===== src/rtl/rrn_pkg.sv =====
package rrn_pkg;

    // Configuration of the rename stage
    localparam int LOG_REGS   = 16;
    localparam int PHYS_REGS  = 48;
    localparam int HIST_DEPTH = 40;

    // Derived sizes
    localparam int FREE_DEPTH = PHYS_REGS - LOG_REGS;
    localparam int LOG_W      = $clog2(LOG_REGS);
    localparam int PHYS_W     = $clog2(PHYS_REGS);
    localparam int TAG_W      = $clog2(HIST_DEPTH);
    localparam int CNT_W      = $clog2(HIST_DEPTH + 1);

    typedef logic [LOG_W-1:0]  lreg_t;
    typedef logic [PHYS_W-1:0] preg_t;
    typedef logic [TAG_W-1:0]  tag_t;
    typedef logic [CNT_W-1:0]  cnt_t;

    // One history slot: enough to undo or retire the instruction
    typedef struct packed {
        logic  has_dst;
        lreg_t dst;
        preg_t prev;
        preg_t alloc;
    } hrec_t;

    function automatic tag_t tag_next(tag_t t);
        if (t == tag_t'(HIST_DEPTH - 1)) return '0;
        return tag_t'(t + 1'b1);
    endfunction

    function automatic tag_t tag_prev(tag_t t);
        if (t == '0) return tag_t'(HIST_DEPTH - 1);
        return tag_t'(t - 1'b1);
    endfunction

endpackage


===== src/rtl/rrn_free_queue.sv =====
module rrn_free_queue
    import rrn_pkg::*;
#(
    parameter int DEPTH    = FREE_DEPTH,
    parameter int FIRST_ID = LOG_REGS
) (
    input  logic  clk,
    input  logic  rst,
    input  logic  pop,
    input  logic  push,
    input  preg_t push_id,
    output preg_t head_id,
    output logic  empty
);
    localparam int PTR_W  = $clog2(DEPTH);
    localparam int FILL_W = $clog2(DEPTH + 1);

    preg_t              slots [DEPTH];
    logic [PTR_W-1:0]   rd_ptr;
    logic [PTR_W-1:0]   wr_ptr;
    logic [FILL_W-1:0]  fill;

    function automatic logic [PTR_W-1:0] ptr_next(logic [PTR_W-1:0] p);
        if (p == PTR_W'(DEPTH - 1)) return '0;
        return PTR_W'(p + 1'b1);
    endfunction

    always_ff @(posedge clk) begin
        if (rst) begin
            for (int i = 0; i < DEPTH; i++) slots[i] <= preg_t'(FIRST_ID + i);
            rd_ptr <= '0;
            wr_ptr <= '0;
            fill   <= FILL_W'(DEPTH);
        end else begin
            if (push) begin
                slots[wr_ptr] <= push_id;
                wr_ptr        <= ptr_next(wr_ptr);
            end
            if (pop) rd_ptr <= ptr_next(rd_ptr);
            fill <= FILL_W'(fill + FILL_W'(push) - FILL_W'(pop));
        end
    end

    assign head_id = slots[rd_ptr];
    assign empty   = (fill == '0);

endmodule


===== src/rtl/rrn_map_table.sv =====
module rrn_map_table
    import rrn_pkg::*;
(
    input  logic  clk,
    input  logic  rst,
    input  lreg_t rd_a,
    input  lreg_t rd_b,
    input  lreg_t rd_d,
    output preg_t val_a,
    output preg_t val_b,
    output preg_t val_d,
    input  logic  wr_en,
    input  lreg_t wr_idx,
    input  preg_t wr_val
);
    preg_t tbl [LOG_REGS];

    // One register per logical entry with its own write decode
    for (genvar g = 0; g < LOG_REGS; g++) begin : g_entry
        always_ff @(posedge clk) begin
            if (rst)
                tbl[g] <= preg_t'(g);
            else if (wr_en && wr_idx == lreg_t'(g))
                tbl[g] <= wr_val;
        end
    end

    // Reads see the table before this cycle's write
    assign val_a = tbl[rd_a];
    assign val_b = tbl[rd_b];
    assign val_d = tbl[rd_d];

endmodule


===== src/rtl/rrn_hist_buf.sv =====
module rrn_hist_buf
    import rrn_pkg::*;
#(
    parameter int DEPTH = HIST_DEPTH
) (
    input  logic  clk,
    input  logic  rst,
    input  logic  push,
    input  hrec_t push_rec,
    input  logic  pop_head,
    input  logic  pop_tail,
    input  logic  mark_en,
    input  tag_t  mark_tag,
    input  logic  clr_head_flag,
    output tag_t  tail_tag,
    output logic  head_has_dst,
    output preg_t head_prev,
    output logic  head_flag,
    output hrec_t last_rec,
    output cnt_t  count,
    output logic  full,
    output logic  empty
);
    hrec_t            ent [DEPTH];
    logic [DEPTH-1:0] flg;
    tag_t             hd;
    tag_t             tl;
    cnt_t             cnt;

    always_ff @(posedge clk) begin
        if (push) ent[tl] <= push_rec;
    end

    always_ff @(posedge clk) begin
        if (rst) begin
            hd  <= '0;
            tl  <= '0;
            cnt <= '0;
            flg <= '0;
        end else begin
            if (push)
                tl <= tag_next(tl);
            else if (pop_tail)
                tl <= tag_prev(tl);
            if (pop_head) hd <= tag_next(hd);
            cnt <= cnt_t'(cnt + cnt_t'(push) - cnt_t'(pop_head) - cnt_t'(pop_tail));
            if (push)          flg[tl]       <= 1'b0;
            if (mark_en)       flg[mark_tag] <= 1'b1;
            if (clr_head_flag) flg[hd]       <= 1'b0;
        end
    end

    assign tail_tag     = tl;
    assign head_has_dst = ent[hd].has_dst;
    assign head_prev    = ent[hd].prev;
    assign head_flag    = flg[hd];
    assign last_rec     = ent[tag_prev(tl)];
    assign count        = cnt;
    assign full         = (cnt == cnt_t'(DEPTH));
    assign empty        = (cnt == '0);

endmodule


===== src/rtl/rrn_rename_unit.sv =====
module rrn_rename_unit
    import rrn_pkg::*;
(
    input  logic              clk,
    input  logic              rst,
    input  logic              ren_valid,
    input  logic [LOG_W-1:0]  ren_src_a,
    input  logic [LOG_W-1:0]  ren_src_b,
    input  logic              ren_has_dst,
    input  logic [LOG_W-1:0]  ren_dst,
    output logic              ren_ready,
    output logic [PHYS_W-1:0] ren_phys_a,
    output logic [PHYS_W-1:0] ren_phys_b,
    output logic [PHYS_W-1:0] ren_phys_dst,
    output logic [TAG_W-1:0]  ren_tag,
    input  logic              commit_valid,
    input  logic              flag_valid,
    input  logic [TAG_W-1:0]  flag_tag,
    output logic              busy
);
    // Free queue
    preg_t fq_head;
    logic  fq_empty;
    logic  fq_pop;
    logic  fq_push;
    preg_t fq_push_id;

    // Map table
    preg_t map_old_dst;
    logic  map_wr_en;
    lreg_t map_wr_idx;
    preg_t map_wr_val;

    // History buffer
    hrec_t new_rec;
    logic  head_has_dst;
    preg_t head_prev;
    logic  head_flag;
    hrec_t last_rec;
    cnt_t  hist_count;
    logic  hist_full;
    logic  hist_empty;

    // Control
    logic ren_fire;
    logic commit_fire;
    logic undo_fire;
    logic walk_done;

    assign busy        = head_flag && !hist_empty;
    assign ren_ready   = !busy && !hist_full && !fq_empty;
    assign ren_fire    = ren_valid && ren_ready;
    assign commit_fire = commit_valid && !busy && !hist_empty;
    assign undo_fire   = busy && (hist_count > cnt_t'(1));
    assign walk_done   = busy && (hist_count == cnt_t'(1));

    // Table write: a new mapping on rename, or the old one during the walk
    always_comb begin
        map_wr_en  = 1'b0;
        map_wr_idx = ren_dst;
        map_wr_val = fq_head;
        if (ren_fire && ren_has_dst) begin
            map_wr_en = 1'b1;
        end else if (undo_fire && last_rec.has_dst) begin
            map_wr_en  = 1'b1;
            map_wr_idx = last_rec.dst;
            map_wr_val = last_rec.prev;
        end
    end

    // Free queue return: the replaced register at commit, the taken one on undo
    always_comb begin
        fq_push    = 1'b0;
        fq_push_id = head_prev;
        if (commit_fire && head_has_dst) begin
            fq_push = 1'b1;
        end else if (undo_fire && last_rec.has_dst) begin
            fq_push    = 1'b1;
            fq_push_id = last_rec.alloc;
        end
    end

    assign fq_pop  = ren_fire && ren_has_dst;
    assign new_rec = '{has_dst: ren_has_dst, dst: ren_dst, prev: map_old_dst, alloc: fq_head};

    rrn_free_queue #(
        .DEPTH    (FREE_DEPTH),
        .FIRST_ID (LOG_REGS)
    ) free_q_i (
        .clk     (clk),
        .rst     (rst),
        .pop     (fq_pop),
        .push    (fq_push),
        .push_id (fq_push_id),
        .head_id (fq_head),
        .empty   (fq_empty)
    );

    rrn_map_table map_i (
        .clk    (clk),
        .rst    (rst),
        .rd_a   (ren_src_a),
        .rd_b   (ren_src_b),
        .rd_d   (ren_dst),
        .val_a  (ren_phys_a),
        .val_b  (ren_phys_b),
        .val_d  (map_old_dst),
        .wr_en  (map_wr_en),
        .wr_idx (map_wr_idx),
        .wr_val (map_wr_val)
    );

    rrn_hist_buf #(
        .DEPTH (HIST_DEPTH)
    ) hist_i (
        .clk           (clk),
        .rst           (rst),
        .push          (ren_fire),
        .push_rec      (new_rec),
        .pop_head      (commit_fire),
        .pop_tail      (undo_fire),
        .mark_en       (flag_valid),
        .mark_tag      (flag_tag),
        .clr_head_flag (walk_done),
        .tail_tag      (ren_tag),
        .head_has_dst  (head_has_dst),
        .head_prev     (head_prev),
        .head_flag     (head_flag),
        .last_rec      (last_rec),
        .count         (hist_count),
        .full          (hist_full),
        .empty         (hist_empty)
    );

    assign ren_phys_dst = fq_head;

endmodule


===== config.mk =====
export PLATFORM = sky130hd
export DESIGN_NAME = rrn_rename_unit
export DESIGN_NICKNAME = d
export VERILOG_FILES = /design/src/rtl/rrn_pkg.sv /design/src/rtl/rrn_free_queue.sv /design/src/rtl/rrn_map_table.sv /design/src/rtl/rrn_hist_buf.sv /design/src/rtl/rrn_rename_unit.sv
export SDC_FILE = /design/constraint.sdc
export NUM_CORES = 1
export LEC_CHECK = 0
export BUFFER_PORTS_ARGS = -buffer_cell sky130_fd_sc_hd__buf_2
export CAP_MARGIN = 20
export CORE_ASPECT_RATIO = 2
export CORE_MARGIN = 5
export CORE_UTILIZATION = 65
export CTS_BUF_LIST = sky130_fd_sc_hd__clkbuf_4
export CTS_CLUSTER_SIZE = 28
export DETAILED_ROUTE_END_ITERATION = 7
export PLACE_DENSITY_LB_ADDON = 0.05
export RECOVER_POWER = 50
export SLEW_MARGIN = 20
export SYNTH_ARGS = -nofsm -noshare
export SYNTH_HDL_FRONTEND = slang
export SYNTH_SLANG_ARGS = --single-unit

===== constraint.sdc =====
create_clock -name clk -period 13.7 [get_ports clk]
set_clock_uncertainty 0.05 [all_clocks]
set_input_delay 2.055 -clock clk [delete_from_list [all_inputs] [get_ports clk]]
set_output_delay 2.055 -clock clk [all_outputs]
set_load 0.1 [all_outputs]

Word-level counts from Yosys, hierarchy flattened
Memory sizes are Yosys's and may differ from the RTL's. A register that Yosys moved wholly into a read port is not among the register bits.
Cells that the tools add are included.
- word-level logic and storage cells: 238
- output and inout bits: 26
- register bits after elaboration: 74
- input bits: 24
- memories: 3
- RAM bits: 968
- memory list (memory ; words ; bits a word ; read ports ; clocked after Yosys merged registers in ; write ports ; RTL line ; RTL):
    hist_i.ent ; 40 ; 17 ; 2 ; 1 ; 1 ; rrn_hist_buf.sv:24 ; hrec_t ent [DEPTH];
    free_q_i.slots ; 32 ; 6 ; 1 ; 1 ; 32 ; rrn_free_queue.sv:18 ; preg_t slots [DEPTH];
    map_i.tbl ; 16 ; 6 ; 3 ; 0 ; 16 ; rrn_map_table.sv:16 ; preg_t tbl [LOG_REGS];
- equality and inequality tests: 21
- muxes and demuxes: 129
- add/subtract/negate cells: 10
- bitwise operators: 21
- reduce and logical (&&, ||, !) cells: 40
- order comparisons: 7
- operators by type and width (cell ; number):
    2-to-1 mux 40 bit ; 5
    2-to-1 mux 6 bit ; 32
    bitwise AND 40 bit ; 2
    NOT 40 bit ; 2
    2-to-1 mux 1 bit ; 79
    OR 40 bit ; 1
    2-to-1 mux 5 bit ; 7
    equality test 4 bit, second input constant ; 8
    logical AND 1 bit ; 30
    less-than comparator 6 x 7 -> 1 bit, second input constant ; 3
    demux 1 bit (select 6 bit) ; 3
    equality test 6 bit, second input constant ; 3
    >= comparator 6 x 1 -> 1 bit, second input constant ; 3
    logical NOT 6 bit ; 3
    subtractor 6 x 1 -> 6 bit ; 3
    equality test 4 x 3 -> 1 bit, second input constant ; 4
    OR 1 bit ; 16
    adder 6 x 1 -> 6 bit ; 2
    adder 6 x 1 -> 6 bit, second input constant ; 2
    adder 5 x 1 -> 5 bit, second input constant ; 2
    equality test 5 bit, second input constant ; 2
    equality test 4 x 2 -> 1 bit, second input constant ; 2
    2-to-1 mux 4 bit ; 2
    binary-select mux 1 bit (select 6 bit) ; 1
    other kinds (8) ; 11

Logic depth before layout (Yosys ltp)
- depth in word-level cells: 15
- mapped depth: 23

Hierarchy
A second synthesis with hierarchy kept.
- cells, all modules: 3423
- area, all modules: 48609.1 µm²
- by module, submodules not included (module ; cells each ; area each (µm²) ; instances):
    rrn_hist_buf ; 2192 ; 32247.2 ; 1
    rrn_free_queue ; 787 ; 10059.6 ; 1
    rrn_map_table ; 414 ; 5970.7 ; 1
    rrn_rename_unit ; 30 ; 331.6 ; 1

Least setup slack after synthesis
Ideal clock, no wire load.
- path type: input-to-output
- from: input ren_src_a[0]
- to: output ren_phys_a[0]
- data required time: 11.595 ns
- path slack: 7.390 ns
- data arrival time: 4.205 ns
- stages on the path: 4
- path buffers: 2
- path through: clkbuf_1 buf_1 mux4_2 mux4_2
- longest elaborated chain between the ends: 1
- RTL lines (item ; RTL line ; RTL):
    from (decl) ; rrn_rename_unit.sv:7 ; input logic [LOG_W-1:0] ren_src_a,
    memory (16 x 6 bit) ; -- ;
    to (decl) ; rrn_rename_unit.sv:12 ; output logic [PHYS_W-1:0] ren_phys_a,
No other way between the ends.

==> summary.md <==
| Metric | Value |
|---|---|
| Outcome | finished, violations left |
| Violated checks | capacitance limit, slew limit |
| Starting Density | 65.3% |
| Area Overhead vs Synth | 8.21% |
| Most frequent cells in the layout | 968 x edfxtp_1, 340 x mux4_2, 294 x clkbuf_4, 223 x nand2_1, 102 x nand3_1 |
| Worst-margin pin slew | slightly below 4 ns |
| Clk slew on worst S/H paths | 0.07 ns |
| Worst Hold Depth | 2 |
| GRT met3 Usage | 7.57% |
| Num CTS Buffers | 220 |
| Post-DP Area | 0.0510 mm² |
| Wire length of the first global-routing pass | ~220 mm |
| Crit share post-route | 68.2% |
| Seq/Total Area, Yosys | 62.1% |
| Post_cts resized | 0 |
| Post-synth EDFFs | ~970 |
| Slew Limit Fails | 775 |
| Post-synth top area share | 58.7% |
| Synth area leader | edfxtp_1 |
| Final hold vios | 0 |
| Total grt overflow | 0 |
| Fillers | 5,198 |
| Global routing's busiest layer | met2 |
| Crit-path cells | mux4_2, mux4_2, mux2_2, clkbuf_1, buf_2 |
| Number of global-route vias before repair | about 34,000 |
| CP max stage delay | about 2.4 ns |
| Max Fclk | 107 MHz |
| Worst rel slew slack | -163% |
| I/O pin count | 50 |
| Post-synthesis register bit count | 1,053 |
| DRC Markers | 0 |
| Root Buffer | clkbuf_4 |
| Rows | 143 |
| Crit start category | flip-flop |
| Final layout net count | 3,358 |
| Worst path top cell family by delay | buffers and inverters |
| Syn_nets | 3,262 |
| Final WL | about 150 mm |
| Mapped cell area | 0.0496 mm² |
| Die width | around 200 µm |
| WP buf/inv | 2 |
| Post-CTS Hold Buffers | 0 |
| GP Congestion | 0.978 |
| Endpoints failing setup | 0 |
| Core ar. | 0.0759 mm² |
| Layout Utilization | 70.7% |
| Max Root-Sink Buffers | 3 |
| Path depth of the worst reg2reg path | 6 |
| Crit path top cell by count | mux4_2 |
| Crit path depth | 5 |
| Share of cells above drive strength 1 | 27.0% |
| Number of distinct library cells after synthesis | 91 |
| Routed WL per cell | between 30 and 40 µm |
| Met1 Usage GRT | about 40% |
| Clock Sinks | 1,053 |
| Vias per cell | 7.24 |
| Vias | 32,600 |
| Crit Path Class | reg -> out |
| CP max FO | 48 |
| Most common flop cell mapped by yosys | edfxtp_1 |
| P_leak | between 15 and 20 nW |
| TritonCTS clock tree | done |
| Final instance area | 0.0536 mm² |
| Fin crit period | slightly above 9 ns |
| Iteration-0 DRC Markers | 3,985 |
| Setup TNS Final | 0 ns |
| Max-cap viol count | 25 |
| Synthesized area per cell | 15.5 µm² |
| HPWL after detailed placement | 98.1 mm |
| Largest net degree at the start of global routing | 122 |
| VDD IR max | about 0.00013 V |
| Gr usage total | 36.7% |
| M2 GR Usage | 62.8% |
| RSZ-0062 raised after global routing | false |
| IO buf count | 49 |
| Largest cells by area after synthesis | edfxtp_1 59%, mux4_2 15%, dfxtp_1 3.4%, mux2i_1 2.0%, nand2_1 1.7% |
| Crit path required time | 11.60 ns |
| H-tree depth | 4 |
| Critical path capture point type | output port |
| Clk Latency, worst-skew pair | 1.10 ns |
| Die span in y | 401 µm |
| Initial antenna violation count | 13 |
| Ys Warns | 0 |
| DRT antenna net count | 0 |
| Pwr dens | 155 mW/mm² |
| Setup bufs post-CTS | 0 |
| Post-synthesis cell count | 3,206 |
| Drt pass-1 iters | 6 |
| Share of async-settable or async-resettable flops after synthesis | 0% |
| Commonest non-fill, non-tap cell in the layout | edfxtp_1 |
| Hold WC Path Type | reg -> reg |
| Critical-path top delay cell | dfxtp_1 |
| DIE AREA | 0.0822 mm² |
| WP data arrival | 7.24 ns |
## cells by family after synthesis
kind of cell | count (synthesis) | share of synthesized area, %
DFF | 1053 | 62.1
adders and majority gates | 32 | 0.853
AOI/OAI and AO/OA | 486 | 7.24
muxes | 468 | 18.1
buffers and inverters | 339 | 2.97
and+or+nand+nor | 815 | 8.48
xor gates and xnor gates | 13 | 0.268
## final cells by class
type,instances,area (µm²),area share (%)
well taps,1015,1270,2.37
clock buffers,294,2210,4.12
multi-input cells,1814,17500,32.7
inverters,46,175,0.327
clock inverters,104,626,1.17
diodes,10,25.0,0.0467
repair buffers,167,996,1.86
flip-flops and latches,1053,30800,57.4
## per-stage QoR
stage | hold WS [ns] | total power, mW | cells | worst slack [ns]
2_1_floorplan | 0.402 | 5.22 | 3206 | 7.39
3_3_place_gp | 0.418 | 5.94 | 4095 | 6.50
3_5_place_dp | 0.434 | 5.99 | 4095 | 6.41
4_1_cts | 0.443 | 8.31 | 4493 | 6.41
5_1_grt | 0.472 | 8.62 | 4499 | 3.88
6_report | 0.440 | 8.33 | 4503 | 4.35
## power by group
| group | internal, mW | leakage [nW] | switching [mW] |
|---|---|---|---|
| Combinational | 0.730 | 5.80 | 1.52 |
| Sequential | 3.65 | 9.33 | 0.0708 |
| Clock | 1.14 | 1.66 | 1.22 |
| Total | 5.52 | 16.8 | 2.81 |
## cell usage after synthesis (13+ instances only)
master and count:
nand4_1 22, and3_1 69, nor2_1 127, buf_1 33, inv_1 41, nand2_1 225
o211ai_1 32, nand3_1 102, nand3b_1 32, dfxtp_1 85, a31o_2 41, mux2_2 30
a211oi_1 32, mux4_2 340, clkbuf_1 157, and2_1 13, a21oi_1 74, edfxtp_1 968
ha_1 29, buf_2 76, or4_1 26, a21o_1 22, buf_4 25, nor2b_1 20
nor4_1 51, o31ai_1 25, mux2i_1 98, nor3_1 65, a31oi_1 29, o21ai_0 56
a221oi_1 49, a22oi_1 18
## layer usage
| layer | routed length [µm] | part of all wire, % | vias to the layer above |
|---|---|---|---|
| met5 | 0 | 0 | - |
| met4 | 13800 | 9.3 | 0 |
| met3 | 13700 | 9.2 | 693 |
| met2 | 77000 | 51 | 2239 |
| met1 | 44900 | 30 | 16200 |
| li1 | - | - | 13400 |
## registers in the layout, summed over array words and instances (netlist names), named ones only
register,flops
free_q_i.rd_ptr,5
hist_i.tail_tag,6
hist_i.flg,40
free_q_i.slots,192
free_q_i.wr_ptr,5
map_i.tbl,96
hist_i.count,6
hist_i.hd,6
hist_i.ent,680
free_q_i.fill,6
## worst paths after layout
kind / slack, ns / endpoint / startpoint
hold reg to reg: 0.44 / hist_i.flg[5] / hist_i.flg[5]
setup reg to reg: 6.39 / map_i.tbl[6][4] / flip-flop
setup / recovery: 4.35 / ren_phys_dst[4] / flip-flop
hold / removal: 0.44 / hist_i.flg[5] / hist_i.flg[5]
## worst min-delay path, stage by stage (launching register included)
cell and delay (ns):
dfxtp_1 0.31, o31ai_1 0.06, a221oi_1 0.07
Note: power is estimated with default switching activity, not from simulation.
